[src/rtl/ide_dma_pkg.sv]
package ide_dma_pkg;
  localparam int MODE_W = 2;

  typedef struct packed {
    logic              dma_fast_only;
    logic [MODE_W-1:0] fast_mode;
    logic [MODE_W-1:0] pio_mode;
  } tim_reg_t;

  localparam int TIM_W = $bits(tim_reg_t);

  typedef enum logic [2:0] {
    ST_IDLE,
    ST_ACK,
    ST_STRB,
    ST_REC,
    ST_HOLD
  } seq_st_e;
endpackage

[src/rtl/ide_tmg_sel.sv]
module ide_tmg_sel
  import ide_dma_pkg::*;
#(
  parameter int ACT_MAX = 5,
  parameter int REC_MAX = 4,
  parameter int CNT_W   = 4
) (
  input  tim_reg_t         tim_i,
  output logic [CNT_W-1:0] act_o,
  output logic [CNT_W-1:0] rec_o
);
  localparam int NMODES = 1 << MODE_W;

  logic [CNT_W-1:0] act_tbl [NMODES];
  logic [CNT_W-1:0] rec_tbl [NMODES];
  logic [MODE_W-1:0] mode_sel;

  // faster mode -> fewer clocks in each phase
  for (genvar m = 0; m < NMODES; m++) begin : g_mode
    assign act_tbl[m] = CNT_W'(ACT_MAX - m);
    assign rec_tbl[m] = CNT_W'(REC_MAX - m);
  end

  assign mode_sel = tim_i.dma_fast_only ? tim_i.fast_mode : tim_i.pio_mode;
  assign act_o    = act_tbl[mode_sel];
  assign rec_o    = rec_tbl[mode_sel];
endmodule

[src/rtl/ide_dma_seq.sv]
module ide_dma_seq
  import ide_dma_pkg::*;
#(
  parameter int CNT_W = 4
) (
  input  logic             clk_i,
  input  logic             rst_ni,
  input  logic             en_i,
  input  logic             dir_i,
  input  logic             dmarq_i,
  input  logic [CNT_W-1:0] act_i,
  input  logic [CNT_W-1:0] rec_i,
  output logic             stb_o,
  output logic             dir_o,
  output logic             ack_o,
  output logic             xfer_o
);
  localparam logic [CNT_W-1:0] ONE = CNT_W'(1);

  seq_st_e          st_q;
  logic [CNT_W-1:0] cnt_q;
  logic             stb_q, ack_q, dir_q, xfer_q;
  logic             go;

  assign go = en_i & dmarq_i;

  always_ff @(posedge clk_i or negedge rst_ni) begin
    if (!rst_ni) begin
      st_q   <= ST_IDLE;
      cnt_q  <= '0;
      stb_q  <= 1'b0;
      ack_q  <= 1'b0;
      dir_q  <= 1'b0;
      xfer_q <= 1'b0;
    end else begin
      xfer_q <= 1'b0;
      unique case (st_q)
        ST_IDLE: if (go) begin
          st_q  <= ST_ACK;
          ack_q <= 1'b1;
          dir_q <= dir_i;
        end
        ST_ACK: begin
          st_q  <= ST_STRB;
          stb_q <= 1'b1;
          cnt_q <= act_i - ONE;
        end
        ST_STRB: begin
          if (cnt_q == '0) begin
            // request looked at only on this deassert edge
            stb_q  <= 1'b0;
            xfer_q <= 1'b1;
            cnt_q  <= rec_i - ONE;
            st_q   <= go ? ST_REC : ST_HOLD;
          end else begin
            cnt_q <= cnt_q - ONE;
          end
        end
        ST_REC: begin
          if (cnt_q == '0) begin
            st_q  <= ST_STRB;
            stb_q <= 1'b1;
            cnt_q <= act_i - ONE;
          end else begin
            cnt_q <= cnt_q - ONE;
          end
        end
        ST_HOLD: begin
          ack_q <= 1'b0;
          if (cnt_q == '0) st_q <= ST_IDLE;
          else             cnt_q <= cnt_q - ONE;
        end
        default: st_q <= ST_IDLE;
      endcase
    end
  end

  assign stb_o  = stb_q;
  assign ack_o  = ack_q;
  assign dir_o  = dir_q;
  assign xfer_o = xfer_q;

  assert_stb_in_ack_R2: assert property (@(posedge clk_i) disable iff (!rst_ni)
    stb_q |-> ack_q);
  assert_ack_leads_R2: assert property (@(posedge clk_i) disable iff (!rst_ni)
    $rose(stb_q) |-> $past(ack_q));
  assert_ack_drop_R7: assert property (@(posedge clk_i) disable iff (!rst_ni)
    ($fell(stb_q) && !$past(go)) |=> !ack_q);
  assert_ack_kept_R6: assert property (@(posedge clk_i) disable iff (!rst_ni)
    ($fell(stb_q) && $past(go)) |=> ack_q);
  assert_xfer_on_end_R9: assert property (@(posedge clk_i) disable iff (!rst_ni)
    $fell(stb_q) |-> xfer_q);
  assert_xfer_single_R9: assert property (@(posedge clk_i) disable iff (!rst_ni)
    xfer_q |=> !xfer_q);
endmodule

[src/rtl/ide_strobe_steer.sv]
module ide_strobe_steer (
  input  logic stb_i,
  input  logic dir_i,
  output logic dior_no,
  output logic diow_no
);
  logic [1:0] str_n;

  // index 0: read strobe, index 1: write strobe
  for (genvar i = 0; i < 2; i++) begin : g_str
    assign str_n[i] = !(stb_i && (dir_i == 1'(i)));
  end

  assign dior_no = str_n[0];
  assign diow_no = str_n[1];

  always_comb begin
    assert_no_dual_strobe_R3: assert (dior_no || diow_no);
  end
endmodule

[src/rtl/ide_dma_strobe_unit.sv]
module ide_dma_strobe_unit
  import ide_dma_pkg::*;
#(
  parameter int ACT_MAX = 5,
  parameter int REC_MAX = 4,
  parameter int CNT_W   = 4
) (
  input  logic             clk_i,
  input  logic             rst_ni,
  input  logic             en_i,
  input  logic             dir_i,
  input  logic             dmarq_i,
  input  logic [TIM_W-1:0] timing_i,
  output logic             dior_no,
  output logic             diow_no,
  output logic             dmack_no,
  output logic             xfer_o
);
  logic [CNT_W-1:0] act_clks, rec_clks;
  logic             stb, dir_lat, ack;

  ide_tmg_sel #(.ACT_MAX(ACT_MAX), .REC_MAX(REC_MAX), .CNT_W(CNT_W)) u_sel (
    .tim_i (tim_reg_t'(timing_i)),
    .act_o (act_clks),
    .rec_o (rec_clks)
  );

  ide_dma_seq #(.CNT_W(CNT_W)) u_seq (
    .clk_i   (clk_i),
    .rst_ni  (rst_ni),
    .en_i    (en_i),
    .dir_i   (dir_i),
    .dmarq_i (dmarq_i),
    .act_i   (act_clks),
    .rec_i   (rec_clks),
    .stb_o   (stb),
    .dir_o   (dir_lat),
    .ack_o   (ack),
    .xfer_o  (xfer_o)
  );

  ide_strobe_steer u_steer (
    .stb_i   (stb),
    .dir_i   (dir_lat),
    .dior_no (dior_no),
    .diow_no (diow_no)
  );

  assign dmack_no = ~ack;
endmodule

[config.mk]
export PLATFORM = sky130hd
export DESIGN_NAME = ide_dma_strobe_unit
export DESIGN_NICKNAME = d
export VERILOG_FILES = /design/src/rtl/ide_dma_pkg.sv /design/src/rtl/ide_tmg_sel.sv /design/src/rtl/ide_dma_seq.sv /design/src/rtl/ide_strobe_steer.sv /design/src/rtl/ide_dma_strobe_unit.sv
export SDC_FILE = /design/constraint.sdc
export NUM_CORES = 1
export LEC_CHECK = 0
export ABC_AREA = 1
export BUFFER_PORTS_ARGS = -buffer_cell sky130_fd_sc_hd__buf_2
export CAP_MARGIN = 20
export CORE_ASPECT_RATIO = 1.1
export CORE_MARGIN = 3
export CORE_UTILIZATION = 30
export DETAILED_ROUTE_END_ITERATION = 10
export HOLD_SLACK_MARGIN = 0.12
export RECOVER_POWER = 25
export SLEW_MARGIN = 5
export SYNTH_ARGS = -nofsm -noshare
export SYNTH_HDL_FRONTEND = slang
export SYNTH_SLANG_ARGS = --single-unit
[constraint.sdc]
create_clock -name clk_i -period 2.7 [get_ports clk_i]
set_clock_uncertainty 0.2 [all_clocks]
set_input_delay 0.54 -clock clk_i [delete_from_list [all_inputs] [get_ports clk_i]]
set_output_delay 0.54 -clock clk_i [all_outputs]
set_load 0.01 [all_outputs]
==> results.py <==
metrics = {
    "route": {
        "dr.pass1.iters": 4,
        "wire_per_inst_um": 10.4,
        "drtAntennaViolNets": 0,
        "vias": 728,
        "viasPerCell": 4.64,
        "wirelength_um": 1630,
        "dr.first_iter.drc_count": 27,
        "drcViolationCount": 0,
    },
    "cells_and_area": {
        "drive_gt1_frac": 0.236,
        "area_delta_synth_final_pct": 17.8,
        "num_antenna_cells": 0,
        "nFillCells": 252,
        "fin_cells": 157,
        "final_net_count": 142,
    },
    "clock_network": {
        "cts_tree": "done",
        "htreeDepth": 1,
        "hold_buffers": 1,
        "clock-sinks": 11,
        "cts_made_buffers": 3,
        "clockRootBuffer": "clkbuf_4",
        "insertion_delay_ns": 0.28,
        "post_cts_buffers": 0,
        "cts.clk_slew.worst_paths_ns": 0.08,
        "cts_resized": 0,
        "clockBufferDepth": 2,
    },
    "global_route": {
        "grt_pass1_wl_um": 2900,
        "grt_antenna_before_repair": 0,
        "grt_max_degree": 12,
        "track_usage": 0.125,
        "grt_pass1_vias": 705,
        "overflow": 0,
    },
    "synth": {
        "yosys.area_share.simple": 0.421,
        "synth_most_common_cell": "nand2_1",
        "synth_compound_area_frac": 0.0787,
        "syn-num-nets": 123,
        "synthXorXnorAreaFrac": 0.0112,
        "ys_async_sr_fraction": 1.00,
        "yosysWarnings": 0,
        "synth.avg_cell_area_um2": 7.15,
        "synth-seq-area-share": 0.353,
        "synth-adder-area-share": 0.0642,
        "synthTopCellsByArea": "dfrtp_1, nand2_1, nor2_1",
        "netlist_instances": 109,
        "synthFlopType": "dfrtp_1",
        "synth_top_area_cell": "dfrtp_1",
        "synth_top_area_frac": 0.353,
        "synthDistinctLibCells": 18,
        "synth_edf_count": 0,
        "synth_commonest_cells": "nand2_1, nor2_1, dfrtp_1, inv_1",
        "synthesis.area_um2": 779,
        "synth_seq_cells": 11,
        "synth_top_family_by_area": "simple AND/OR/NAND/NOR gates",
        "synth_mux_area_frac": 0,
    },
    "setup_path": {
        "reg2reg_to": "u_seq.cnt_q[1]",
        "cp-start-kind": "primary input",
        "rrSetupSlack_ns": 0.94,
        "r2r-start": "u_seq.cnt_q[0]",
        "critical_path_class": "primary input to register",
        "arrival_ns": 1.76,
        "crit_path_end_kind": "register",
        "worst-path-max-fanout": 4,
        "worstRegToRegCells": 9,
        "worst-endpoint-required_ns": 2.67,
    },
    "timing": {
        "fin_crit_sh": 0.663,
        "fin_setup_tns_ns": 0,
        "fmax_mhz": 558,
        "fin_ws_ns": 0.909,
        "maxSlewHeadroom": 0.578,
        "tightest_slew_ns": 0.633,
        "fin_crit_ns": 1.79,
        "report.final.slew_viol_count": 0,
        "setup_violations": 0,
        "rsz0062_at_grt": "no",
        "final-hold-violation-count": 0,
    },
    "power_and_ir_drop": {
        "combPwrFrac": 0.593,
        "p_sw_frac": 0.504,
        "power_density_mw_per_mm2": 1120,
        "pwr-share-seq": 0.291,
        "ir_drop_v": 0.000377,
        "internal-power_w": 0.000511,
        "power.leakage_nw": 0.500,
        "clkPwrFrac": 0.116,
        "switching_power_w": 0.000520,
    },
    "placed_design": {
        "dp.cells": 152,
        "dp_hpwl_um": 1270,
        "gp_congestion": 0.793,
        "io_buffers": 13,
        "dpl_worst_slack_ns": 0.627,
    },
    "floorplanning": {
        "die_h_um": 59.5,
        "die-width_um": 54.6,
        "rows": 18,
        "start_util": 0.330,
        "dieArea_mm2": 0.00325,
        "core_mm2": 0.00236,
        "io_pins": 14,
    },
    "hold_path": {
        "hold_start": "dir_i",
        "min_path_cells": 3,
        "hp-class": "primary input to register",
        "hold_end": "u_seq.dir_o",
    },
    "run_status": {
        "status": "complete, no violations",
    },
    "job": {
        "drv_cap": 0,
    },
}
logic make-up after synthesis:
| logic type | after synthesis |
|---|---|
| fa+ha+maj | 4 |
| compound gates | 12 |
| simple gates | 66 |
| xor+xnor | 1 |
| buf+inv | 15 |
| flops | 11 |
cell usage in the layout (no fill, tap or decap), types with 2 or more instances in the layout:
master,count
ha_1,4
nand2_4,3
nand3_1,8
dfrtp_1,11
clkbuf_4,3
nor2_1,17
nand2_2,2
inv_1,11
a21oi_1,3
buf_2,12
nand2_1,29
nand4_1,2
o21ai_0,8
nor2_4,2
inv_2,4
worst max-delay path, cell delays in order:
cell	delay (ns)
buf_2	0.11
o21ai_0	0.38
ha_1	0.23
inv_1	0.05
nor2_1	0.10
nor2_1	0.05
nand2_1	0.05
nand2_1	0.05
nand2_1	0.05
nand2_1	0.04
nor2_1	0.08
nor2_1	0.04
per-stage QoR:
stage / hold slack, ns / power, W / util / area [µm²]
global route: 0.351 / 0.00114 / 0.388 / 918
detailed placement: 0.231 / 0.000915 / 0.373 / 882
floorplan: 0.0444 / 0.000776 / - / 779
finish: 0.292 / 0.00103 / 0.388 / 918
global placement: 0.227 / 0.000905 / 0.373 / 882
CTS: 0.305 / 0.00104 / 0.389 / 920
how the worst max path moves through the flow:
| stage | from | to | slack, ns | cells after the start |
|---|---|---|---|---|
| floorplan | timing_i[0] | u_seq.cnt_q[2] | 0.85 | 11 |
| global placement | timing_i[4] | u_seq.cnt_q[2] | 0.69 | 12 |
| detailed placement | timing_i[4] | u_seq.cnt_q[2] | 0.63 | 12 |
| CTS | timing_i[4] | u_seq.cnt_q[2] | 0.91 | 12 |
| global route | timing_i[4] | u_seq.cnt_q[2] | 0.73 | 12 |
| finish | timing_i[4] | u_seq.cnt_q[2] | 0.91 | 12 |
routing by layer:
layer,global-route usage,vias to the layer above,part of all wire
met4,0.0676,0,0.022
met3,0.0227,5,0.047
met5,0,-,0
met2,0.209,15,0.51
met1,0.145,327,0.42
li1,-,381,-
final cells by class:
| cell class | count | area (µm²) | share of cell area |
|---|---|---|---|
| Clock buffer | 3 | 22.5 | 0.0245 |
| Clock inverter | 1 | 5.00 | 0.00545 |
| Inverter | 15 | 56.3 | 0.0613 |
| Multi-Input combinational cell | 83 | 448 | 0.488 |
| Sequential cell | 11 | 275 | 0.300 |
| Tap cell | 30 | 37.5 | 0.0409 |
| Timing Repair Buffer | 14 | 73.8 | 0.0804 |
power by group through the flow:
stage	Combinational, W	Sequential (W)	Clock (W)
finish	0.000612	0.000300	0.000120
floorplan	0.000483	0.000293	0
detailed placement	0.000612	0.000303	0
CTS	0.000619	0.000300	0.000118
global placement	0.000604	0.000301	0
global route	0.000702	0.000308	0.000128
registers in the layout, indices dropped and copies added, names as in the netlist:
signal,flops
u_seq.ack_o,1
u_seq.cnt_q,4
u_seq.dir_o,1
u_seq.st_q,3
u_seq.stb_o,1
u_seq.xfer_o,1
(Power assumes the default switching activity.)
